File: config.mk
export PLATFORM = sky130hd
export DESIGN_NAME = mstep_unit
export DESIGN_NICKNAME = d
export VERILOG_FILES = /design/src/rtl/mstep_pkg.sv /design/src/rtl/mstep_alu.sv /design/src/rtl/mstep_regs.sv /design/src/rtl/mstep_seq.sv /design/src/rtl/mstep_unit.sv
export SDC_FILE = /design/constraint.sdc
export NUM_CORES = 1
export LEC_CHECK = 0
export CAP_MARGIN = 20
export CORE_MARGIN = 10
export CORE_UTILIZATION = 35
export CTS_CLUSTER_DIAMETER = 40
export DETAILED_ROUTE_END_ITERATION = 10
export PLACE_DENSITY = 0.66
export SYNTH_ARGS = -nofsm -noshare
export SYNTH_HDL_FRONTEND = slang
export SYNTH_HIERARCHICAL = 1
export SYNTH_SLANG_ARGS = --single-unit
export TNS_END_PERCENT = 5
File: constraint.sdc
create_clock -name clk -period 9.99 [get_ports clk]
set_clock_uncertainty 0.1 [all_clocks]
set_input_delay 2.997 -clock clk [delete_from_list [all_inputs] [get_ports clk]]
set_output_delay 2.997 -clock clk [all_outputs]
set_load 0.02 [all_outputs]
File: src/rtl/mstep_pkg.sv
// Shared types for the multiply-step unit.
// Assumes: flags are always handled in the order {n, z, v, c}.
package mstep_pkg;
    typedef struct packed {
        logic n;
        logic z;
        logic v;
        logic c;
    } ccode_t;
endpackage

File: src/rtl/mstep_alu.sv
// Combinational step datapath: forms both addends, adds them and derives flags.
// Assumes: n_in/v_in are the flags held before the step.
module mstep_alu
    import mstep_pkg::*;
#(
    parameter int DW = 32
) (
    input  logic [DW-1:0] part,
    input  logic [DW-1:0] mcand,
    input  logic          y_lsb,
    input  logic          n_in,
    input  logic          v_in,
    output logic [DW-1:0] sum,
    output ccode_t        cc,
    output logic          out_bit
);
    localparam int MSB = DW - 1;

    logic [DW-1:0] opa;
    logic [DW-1:0] opb;

    // Build addends and result flags.
    always_comb begin
        opa     = {n_in ^ v_in, part[MSB:1]};
        opb     = y_lsb ? mcand : '0;
        sum     = opa + opb;
        out_bit = part[0];
        cc.n    = sum[MSB];
        cc.z    = (sum == '0);
        cc.v    = (opa[MSB] & opb[MSB] & ~sum[MSB]) | (~opa[MSB] & ~opb[MSB] & sum[MSB]);
        cc.c    = (opa[MSB] & opb[MSB]) | (~sum[MSB] & (opa[MSB] | opb[MSB]));
    end
endmodule

File: src/rtl/mstep_regs.sv
// State of the unit: Y shift register, flags and registered sum.
// Assumes: the caller never asserts more than one of init, y_ld, step_en.
module mstep_regs
    import mstep_pkg::*;
#(
    parameter int DW = 32
) (
    input  logic          clk,
    input  logic          rst_n,
    input  logic          init,
    input  logic          y_ld,
    input  logic [DW-1:0] y_val,
    input  logic          step_en,
    input  logic [DW-1:0] sum_in,
    input  ccode_t        cc_in,
    input  logic          shift_bit,
    output logic [DW-1:0] sum_q,
    output ccode_t        cc_q,
    output logic [DW-1:0] y_q
);
    localparam int MSB = DW - 1;

    // Update sum, flags and Y together.
    always_ff @(posedge clk) begin
        if (!rst_n) begin
            sum_q <= '0;
            cc_q  <= '0;
            y_q   <= '0;
        end else if (init) begin
            sum_q <= '0;
            cc_q  <= '0;
            y_q   <= y_val;
        end else if (y_ld) begin
            y_q   <= y_val;
        end else if (step_en) begin
            sum_q <= sum_in;
            cc_q  <= cc_in;
            y_q   <= {shift_bit, y_q[MSB:1]};
        end
    end
endmodule

File: src/rtl/mstep_seq.sv
// Sequencer: on start runs DW steps with the multiplicand and one with zero.
// Assumes: start is only raised when the sequencer is idle.
module mstep_seq #(
    parameter int DW = 32
) (
    input  logic          clk,
    input  logic          rst_n,
    input  logic          start,
    input  logic [DW-1:0] mcand,
    output logic          busy,
    output logic          done,
    output logic [DW-1:0] step_mcand
);
    localparam int CW = $clog2(DW + 1);
    localparam logic [CW-1:0] LAST = CW'(DW);

    logic [CW-1:0] cnt;
    logic [DW-1:0] mcand_q;

    // Step counter, busy and done pulse.
    always_ff @(posedge clk) begin
        if (!rst_n) begin
            cnt     <= '0;
            busy    <= 1'b0;
            done    <= 1'b0;
            mcand_q <= '0;
        end else begin
            done <= 1'b0;
            if (start) begin
                cnt     <= '0;
                busy    <= 1'b1;
                mcand_q <= mcand;
            end else if (busy) begin
                cnt <= cnt + 1'b1;
                if (cnt == LAST) begin
                    busy <= 1'b0;
                    done <= 1'b1;
                end
            end
        end
    end

    // Final step adds zero.
    always_comb step_mcand = (cnt == LAST) ? '0 : mcand_q;
endmodule

File: src/rtl/mstep_unit.sv
// Top: multiply-step unit with direct step port and full-multiply sequencer.
// Assumes: port priority when idle is mul_start, then y_wr, then step_go.
module mstep_unit
    import mstep_pkg::*;
#(
    parameter int DW = 32
) (
    input  logic          clk,
    input  logic          rst_n,
    input  logic          step_go,
    input  logic [DW-1:0] step_part,
    input  logic [DW-1:0] step_mcand,
    output logic [DW-1:0] step_sum,
    input  logic          y_wr,
    input  logic [DW-1:0] y_wdata,
    output logic [DW-1:0] y_rdata,
    output logic [3:0]    flags,
    input  logic          mul_start,
    input  logic [DW-1:0] mul_mcand,
    input  logic [DW-1:0] mul_mplier,
    output logic          mul_busy,
    output logic          mul_done,
    output logic [DW-1:0] mul_hi,
    output logic [DW-1:0] mul_lo
);
    logic          accept, ywr_ok, step_en;
    logic [DW-1:0] seq_mcand, op_part, op_mcand, alu_sum, sum_q, y_q, y_val;
    logic          shift_bit;
    ccode_t        alu_cc, cc_q;

    // Arbitrate the port requests.
    always_comb begin
        accept   = mul_start & ~mul_busy;
        ywr_ok   = y_wr & ~mul_busy & ~mul_start;
        step_en  = mul_busy | (step_go & ~mul_start & ~y_wr);
        y_val    = accept ? mul_mplier : y_wdata;
        op_part  = mul_busy ? sum_q : step_part;
        op_mcand = mul_busy ? seq_mcand : step_mcand;
    end

    mstep_seq #(.DW(DW)) u_seq (
        .clk(clk), .rst_n(rst_n), .start(accept), .mcand(mul_mcand),
        .busy(mul_busy), .done(mul_done), .step_mcand(seq_mcand)
    );

    mstep_alu #(.DW(DW)) u_alu (
        .part(op_part), .mcand(op_mcand), .y_lsb(y_q[0]),
        .n_in(cc_q.n), .v_in(cc_q.v),
        .sum(alu_sum), .cc(alu_cc), .out_bit(shift_bit)
    );

    mstep_regs #(.DW(DW)) u_regs (
        .clk(clk), .rst_n(rst_n), .init(accept), .y_ld(ywr_ok), .y_val(y_val),
        .step_en(step_en), .sum_in(alu_sum), .cc_in(alu_cc), .shift_bit(shift_bit),
        .sum_q(sum_q), .cc_q(cc_q), .y_q(y_q)
    );

    // Drive outputs from the state.
    always_comb begin
        step_sum = sum_q;
        y_rdata  = y_q;
        flags    = cc_q;
        mul_hi   = sum_q;
        mul_lo   = y_q;
    end
endmodule

==> results.json, run 1 <==
{
  "run_status": "finished clean",
  "wl_met1_um": 11720,
  "avgSynthCellArea_um2": 8.705,
  "cts_sinks": 108,
  "worst_pin_slew_ns": 1.031,
  "number_of_global_route_vias_before_repair": 7565,
  "reg2regPathDepth": 26,
  "yosys.cell_count.top_type": "sky130_fd_sc_hd__dfxtp_1",
  "synth-edff-count": 0,
  "synthTopCellsByArea": "sky130_fd_sc_hd__dfxtp_1 (26%), sky130_fd_sc_hd__mux2_2 (9.3%), sky130_fd_sc_hd__mux2i_1 (7.8%), sky130_fd_sc_hd__buf_4 (7.3%), sky130_fd_sc_hd__a21oi_1 (5.6%)",
  "achievable-frequency_ghz": 0.1271,
  "drive_gt1_share_pct": 14.71,
  "top_signal_layer_used": "met5",
  "die_w_um": 174.3,
  "start_kind": "input port",
  "gpl.final_weighted_congestion": 0.8994,
  "grt_pass1_wl_um": 43100,
  "cp_cell_sequence": "clkdlybuf4s50_1 -> mux2_2 -> and2_1 -> ha_1 -> a211oi_2 -> o21ai_1 -> a22o_4 -> a211o_1 -> a21o_1 -> a31oi_1 -> o21bai_1 -> a21o_1 -> a21o_1 -> fa_1 -> or4_1 -> nor3_1 -> and4_1 -> and4_1 -> nand4b_1 -> nor4_2 -> nand2_1 -> a21oi_1",
  "route.met3.wl_um": 2463,
  "die_area_um2": 30370,
  "cp_max_fo": 5,
  "groute.usage.overall_pct": 17.90,
  "reg2reg_from": "u_seq/cnt[0]$_SDFFE_PP0P_",
  "post-cts-setup-buffer-count": 0,
  "largest_net_degree_at_the_start_of_global_routing": 65,
  "cts_buffers": 9,
  "detailed_placement_wirelength_estimate_um": 22430,
  "post_cts_hold_buffer_count": 0,
  "postSynthRegisterBits": 108,
  "critical_path.reg2reg.endpoint": "u_regs/cc_q[2]$_SDFFE_PP0P_",
  "cap_violations": 0,
  "setup-tns-final_ns": 0,
  "critical-path-slowest-cell": "sky130_fd_sc_hd__or4_1",
  "yosysTopAreaCellShare_pct": 25.95,
  "synth_top_flop_cell": "sky130_fd_sc_hd__dfxtp_1",
  "synth_area_leader_cell": "sky130_fd_sc_hd__dfxtp_1",
  "timing.critical_path.mode_cell": "sky130_fd_sc_hd__a21o_1",
  "synth.yosys.seq_area_share_pct": 25.95,
  "antenna_left": 0,
  "p_leak_nw": 4.485,
  "worstPathRequired_ns": 10.18,
  "cts_tree": "done",
  "drt-vias-per-instance": 4.957,
  "yosys.cell_types.count": 68,
  "buffer_ports.inserted": 298,
  "async_reset_ff_share_pct": 0,
  "synth.top_cells.by_count": "sky130_fd_sc_hd__dfxtp_1 (108), sky130_fd_sc_hd__a21oi_1 (94), sky130_fd_sc_hd__nand2_1 (92)",
  "timing.hold.worst.class": "flop to flop",
  "overflow": 0,
  "total_number_of_vias": 7331,
  "boundaryPins": 299,
  "clk_root_buffer_cell": "sky130_fd_sc_hd__clkbuf_16",
  "fin_total_pwr_mw": 1.495,
  "hold_depth": 2,
  "core-area_um2": 23470,
  "cpLargestDelayFamily": "compound AO/OA/AOI/OAI gates",
  "worst-path-buf-inv": 1,
  "netlist_instances": 957,
  "fp-row-count": 56,
  "critical_path_capture_point_type": "flop",
  "wirelength_um": 28310,
  "yosys_warnings": 6,
  "first_pass_iters": 5,
  "netlist_area_um2": 8330,
  "cts_max_level": 3,
  "cts_max_path_buffers": 2,
  "initial_utilization_pct": 35.49,
  "critical_path.max_stage_delay_ns": 0.52,
  "worstHoldStart": "u_regs/cc_q[2]$_SDFFE_PP0P_",
  "cts_repair_resize_count": 0,
  "power_density_nw_per_um2": 133.0,
  "synth.net_count": 1159,
  "peakVddDrop_mv": 0.06882,
  "timing.final.crit_share_pct": 78.76,
  "worst-endpoint-arrival_ns": 8.06,
  "path_class": "input port to flop",
  "period_minus_slack_ns": 7.868,
  "clock_insertion_delay_worst_skew_ns": 0.36,
  "wl_per_cell_um": 19.14,
  "synthToLayoutAreaGrowth_pct": 35.01,
  "rsz0062_at_grt": "false",
  "nets": 1353,
  "first_iter_violations": 286,
  "layout.filler_cells": 2288,
  "dr_wl_met2_um": 13350,
  "maxSlewHeadroom_pct": 31.27,
  "regToRegSetupSlack_ns": 3.52,
  "drcViolationCount": 0,
  "finalMaxSlewViolations": 0,
  "timing.final.hold_violations": 0,
  "setup_viol": 0,
  "whs_endpoint": "u_regs/cc_q[2]$_SDFFE_PP0P_",
  "chipHeight_um": 174.3,
  "grt_antenna_before_repair": 5,
  "clkSlewWorstSetupHoldPaths_ns": 0.07
}
[sequential cells by signal (all words and copies together) (netlist names)]
register	count
u_regs/cc_q	4
u_regs/sum_q	32
u_regs/y_q	32
u_seq/busy	1
u_seq/cnt	6
u_seq/done	1
u_seq/mcand_q	32
[routing by layer]
metal / up-vias / GRT usage (%)
met5: - / 0
met4: 2 / 6.626
met3: 33 / 6.739
met2: 267 / 30.54
met1: 3358 / 19.86
li1: 3671 / -
[cells in the final DEF (no fill, tap or decap), types with 5 or more instances in the layout]
cell and n:
sky130_fd_sc_hd__clkdlybuf4s50_1 298, sky130_fd_sc_hd__dfxtp_1 107, sky130_fd_sc_hd__a21oi_1 94, sky130_fd_sc_hd__nand2_1 92, sky130_fd_sc_hd__mux2_2 69, sky130_fd_sc_hd__nor2_1 66, sky130_fd_sc_hd__mux2i_1 65, sky130_fd_sc_hd__and2_1 43
sky130_fd_sc_hd__o21ai_0 42, sky130_fd_sc_hd__ha_1 35, sky130_fd_sc_hd__mux2_4 29, sky130_fd_sc_hd__and2_4 22, sky130_fd_sc_hd__xnor2_1 16, sky130_fd_sc_hd__nand3_1 14, sky130_fd_sc_hd__xor2_1 13, sky130_fd_sc_hd__inv_1 11
sky130_fd_sc_hd__a21o_1 11, sky130_fd_sc_hd__clkbuf_16 9, sky130_fd_sc_hd__buf_4 9, sky130_fd_sc_hd__o21bai_1 7, sky130_fd_sc_hd__nor3_1 6, sky130_fd_sc_hd__a21oi_2 5, sky130_fd_sc_hd__a211oi_1 5, sky130_fd_sc_hd__nand4_1 5
[worst max path at each step]
| stage | start | end | slack [ns] | depth (start not counted) |
|---|---|---|---|---|
| 3_5_place_dp | step_mcand[1] | u_regs/cc_q[2]$_SDFFE_PP0P_ | 1.76 | 22 |
| 6_report | step_mcand[1] | u_regs/cc_q[2]$_SDFFE_PP0P_ | 2.12 | 22 |
| 5_1_grt | step_mcand[4] | u_regs/cc_q[2]$_SDFFE_PP0P_ | 1.83 | 22 |
| 3_3_place_gp | step_mcand[8] | u_regs/cc_q[2]$_SDFFE_PP0P_ | 1.82 | 22 |
| 2_1_floorplan | step_mcand[8] | u_regs/cc_q[2]$_SDFFE_PP0P_ | 2.50 | 22 |
| 4_1_cts | step_mcand[1] | u_regs/cc_q[2]$_SDFFE_PP0P_ | 2.13 | 22 |
[cell type report]
| type | count | area [um2] | share of cell area, % |
|---|---|---|---|
| sequential | 108 | 2166 | 19.26 |
| inverter | 12 | 45.04 | 0.4005 |
| tap | 319 | 399.1 | 3.549 |
| clock inverter | 7 | 67.56 | 0.6007 |
| timing repair buffer | 308 | 3078 | 27.37 |
| clock buffer | 9 | 225.2 | 2.002 |
| antenna | 4 | 10.01 | 0.08900 |
| multi-input combinational | 712 | 5256 | 46.74 |
[through the flow]
stage                     hold WS, ns  std cells  instance area (um2)  util [%]  setup WS, ns
after floorplan                0.3515        957                 8330         -         2.495
after detailed placement       0.3496       1458                10920     46.51         1.756
after global routing           0.3898       1476                11240     47.88         1.832
final                          0.3630       1479                11250     47.92         2.122
after global placement         0.3485       1458                10920     46.51         1.816
after CTS                      0.3626       1474                11210     47.76         2.134
[power breakdown]
part | internal (mW) | switching, mW | total [mW]
sequential | 0.466 | 0.0426 | 0.509
clock | 0.176 | 0.187 | 0.363
combinational | 0.311 | 0.312 | 0.623
[worst min-delay path, cell delays in order, from the launching register on]
cell and delay [ns]:
sky130_fd_sc_hd__dfxtp_1 0.32, sky130_fd_sc_hd__nand2_1 0.05, sky130_fd_sc_hd__a21oi_1 0.05
[kinds of logic (layout without fill, tap and decap cells)]
| kind of cell | Yosys count | after routing | synth area share [%] |
|---|---|---|---|
| other cells | 0 | 4 | 0 |
| flops | 108 | 108 | 25.95 |
| compound gates | 199 | 199 | 14.27 |
| mux | 163 | 163 | 22.36 |
| fa+ha+maj | 37 | 37 | 5.737 |
| buf+inv | 137 | 336 | 11.04 |
| xor+xnor | 29 | 29 | 3.049 |
| simple gates | 284 | 284 | 17.59 |
No activity file was read; power rests on OpenSTA's default activity.
==> run 2, diff against run 1 <==
==> constraint.sdc (replaced) <==
create_clock -name clk -period 7.8 [get_ports clk]
set_clock_uncertainty 0.1 [all_clocks]
set_input_delay 2.34 -clock clk [delete_from_list [all_inputs] [get_ports clk]]
set_output_delay 2.34 -clock clk [all_outputs]
set_load 0.02 [all_outputs]
==> run 2 against run 1 <==
Clock power rose by 31%. Cell count is 0.14% higher. Sequential power is 29% higher. Register-to-register slack lost 2.2 ns. Sequential share of layout area is 0.062 points lower. Hold slack better by 0.0035 ns. Critical path type unchanged. Critical endpoint unchanged. Largest power group unchanged.
==> results.json, run 2 (synthesis gave the netlist of run 1 again) <==
{
  "run_status": "finished clean",
  "nets": 1357,
  "worst-endpoint-arrival_ns": 7.45,
  "cts_tree": "done",
  "power.share.sequential_pct": 34.1,
  "detailed_placement_wirelength_estimate_um": 22800,
  "cp_max_fo": 5,
  "die_w_um": 174.3,
  "cts_max_path_buffers": 2,
  "layout.area.seq_um2": 2166,
  "drive_gt1_share_pct": 15.00,
  "power_density_nw_per_um2": 171.0,
  "worst-path-buf-inv": 1,
  "drcViolationCount": 0,
  "setup_viol": 0,
  "cts_sinks": 108,
  "post_cts_hold_buffer_count": 0,
  "critical_path_capture_point_type": "flop",
  "rsz0062_at_grt": "false",
  "first_iter_violations": 284,
  "netSwitchingFraction_pct": 36.43,
  "start_kind": "input port",
  "largest_net_degree_at_the_start_of_global_routing": 45,
  "critical_path.max_stage_delay_ns": 0.52,
  "pwr-share-clk_pct": 24.6,
  "switching_power_uw": 702.9,
  "number_of_global_route_vias_before_repair": 7565,
  "chipHeight_um": 174.3,
  "gpl.final_weighted_congestion": 0.8820,
  "boundaryPins": 299,
  "setup-tns-final_ns": 0,
  "timing.critical_path.mode_cell": "sky130_fd_sc_hd__a21o_1",
  "path_class": "input port to flop",
  "grt_antenna_before_repair": 4,
  "clk_root_buffer_cell": "sky130_fd_sc_hd__clkbuf_16",
  "critical_path.reg2reg.endpoint": "u_regs/cc_q[2]$_SDFFE_PP0P_",
  "drt-vias-per-instance": 4.955,
  "timing.final.crit_share_pct": 93.00,
  "fp-row-count": 56,
  "pwr-share-comb_pct": 41.4,
  "cap_violations": 0,
  "reg2regPathDepth": 26,
  "achievable-frequency_ghz": 0.1378,
  "timing.final.hold_violations": 0,
  "cp_cell_sequence": "clkdlybuf4s50_1 -> mux2_2 -> and2_1 -> ha_1 -> a21oi_2 -> o21ai_1 -> a22o_4 -> a211o_1 -> a21o_1 -> a31oi_1 -> o21bai_1 -> a21o_1 -> a21o_1 -> fa_1 -> or4_1 -> nor3_1 -> and4_1 -> and4_1 -> nand4b_1 -> nor4_2 -> nand2_1 -> a21oi_1",
  "final_util_pct": 48.07,
  "cts_max_level": 3,
  "clock_insertion_delay_worst_skew_ns": 0.36,
  "whs_endpoint": "u_regs/cc_q[0]$_SDFFE_PP0P_",
  "maxSlewHeadroom_pct": 31.82,
  "timing.hold.worst.class": "flop to flop",
  "antenna_left": 0,
  "internal-power_mw": 1.227,
  "worstHoldStart": "u_regs/cc_q[0]$_SDFFE_PP0P_",
  "timing.final.ws_setup_ns": 0.5457,
  "wirelength_um": 28490,
  "initial_utilization_pct": 35.49,
  "clkSlewWorstSetupHoldPaths_ns": 0.08,
  "reg2reg_from": "u_seq/cnt[0]$_SDFFE_PP0P_",
  "period_minus_slack_ns": 7.254,
  "regToRegSetupSlack_ns": 1.30,
  "layout.filler_cells": 2299,
  "biggestRegsByFlops": "u_regs/sum_q (32), u_regs/y_q (32), u_seq/mcand_q (32)",
  "wl_per_cell_um": 19.24,
  "worst_pin_slew_ns": 1.023,
  "core-area_um2": 23470,
  "worstPathRequired_ns": 7.99,
  "finish.cell_count_without_fillers": 1481,
  "first_pass_iters": 5,
  "p_leak_nw": 4.508,
  "finalMaxSlewViolations": 0,
  "final_common_cell": "sky130_fd_sc_hd__clkdlybuf4s50_1",
  "peakVddDrop_mv": 0.07717,
  "post-cts-setup-buffer-count": 0,
  "place.detailed.instances": 1461,
  "cts_buffers": 9,
  "groute.usage.overall_pct": 17.88,
  "critical-path-slowest-cell": "sky130_fd_sc_hd__or4_1",
  "cts_repair_resize_count": 0,
  "cpLargestDelayFamily": "compound AO/OA/AOI/OAI gates",
  "die_area_um2": 30370,
  "grt_pass1_wl_um": 43210,
  "total_number_of_vias": 7338,
  "most-common-layout-cells": "sky130_fd_sc_hd__clkdlybuf4s50_1 (298), sky130_fd_sc_hd__dfxtp_1 (107), sky130_fd_sc_hd__a21oi_1 (94)",
  "multi_input_area_um2": 5256,
  "synthToLayoutAreaGrowth_pct": 35.45,
  "hold_depth": 2,
  "overflow": 0,
  "buffer_ports.inserted": 298,
  "place_ws_ns": 0.1802
}
==> run 2: changes by cell type in the layout (fill, tap and decap cells not counted), sizes merged <==
cell and change:
diode -2, buf +4
==> run 2: how the worst max path moves through the flow <==
stage                  start                     endpoint  slack, ns  cells after the start
2_1_floorplan  step_mcand[8]  u_regs/cc_q[2]$_SDFFE_PP0P_       0.96                     22
3_3_place_gp   step_mcand[4]  u_regs/cc_q[2]$_SDFFE_PP0P_       0.29                     22
3_5_place_dp   step_mcand[4]  u_regs/cc_q[2]$_SDFFE_PP0P_       0.18                     22
4_1_cts        step_mcand[4]  u_regs/cc_q[2]$_SDFFE_PP0P_       0.57                     22
5_1_grt        step_mcand[4]  u_regs/cc_q[2]$_SDFFE_PP0P_       0.19                     22
6_report       step_mcand[4]  u_regs/cc_q[2]$_SDFFE_PP0P_       0.55                     22
==> run 2: per-stage QoR <==
step	cell area (um2)	hold slack [ns]	power, mW
floorplan	8330	0.3515	1.192
global placement	10940	0.3563	1.467
detailed placement	10940	0.3573	1.470
CTS	11240	0.3686	1.953
global route	11280	0.3901	2.041
finish	11280	0.3665	1.930
==> run 2: power groups by stage <==
stage	logic (mW)	clock network, mW	registers, mW
floorplan	0.509	0	0.683
global placement	0.796	0	0.671
detailed placement	0.799	0	0.671
CTS	0.802	0.491	0.659
global route	0.859	0.516	0.667
finish	0.798	0.474	0.657
==> run 2: layout make-up <==
cell class              instances  area share (%)
inverters                      12          0.3992
well taps                     319           3.537
clock buffers                   9           1.996
flip-flops and latches        108           19.20
diodes                          2         0.04436
multi-input cells             712           46.58
clock inverters                 7          0.6986
repair buffers                312           27.54
==> run 2: worst min-delay path, cell delays in order (launching register included) <==
cell and delay, ns:
sky130_fd_sc_hd__dfxtp_1 0.32, sky130_fd_sc_hd__nand2_1 0.05, sky130_fd_sc_hd__a21oi_1 0.05
==> run 2: layer usage <==
layer / share of wire [%] / routed length, um / vias to the layer above / global-route usage [%]
li1: - / - / 3665 / -
met1: 42 / 11860 / 3366 / 19.98
met2: 47 / 13530 / 277 / 30.93
met3: 8.8 / 2503 / 28 / 6.522
met4: 2.0 / 582 / 2 / 5.593
met5: 0.056 / 16 / - / 0
==> run 3, diff against run 2 <==
--- a/config.mk
+++ b/config.mk
@@ -10,6 +10,7 @@
 export CORE_UTILIZATION = 35
 export CTS_CLUSTER_DIAMETER = 40
 export DETAILED_ROUTE_END_ITERATION = 10
+export HOLD_SLACK_MARGIN = 0.02
 export PLACE_DENSITY = 0.66
 export SYNTH_ARGS = -nofsm -noshare
 export SYNTH_HDL_FRONTEND = slang
==> results of run 3 <==
The final DEF is identical to that of run 2; final timing and power are the same.
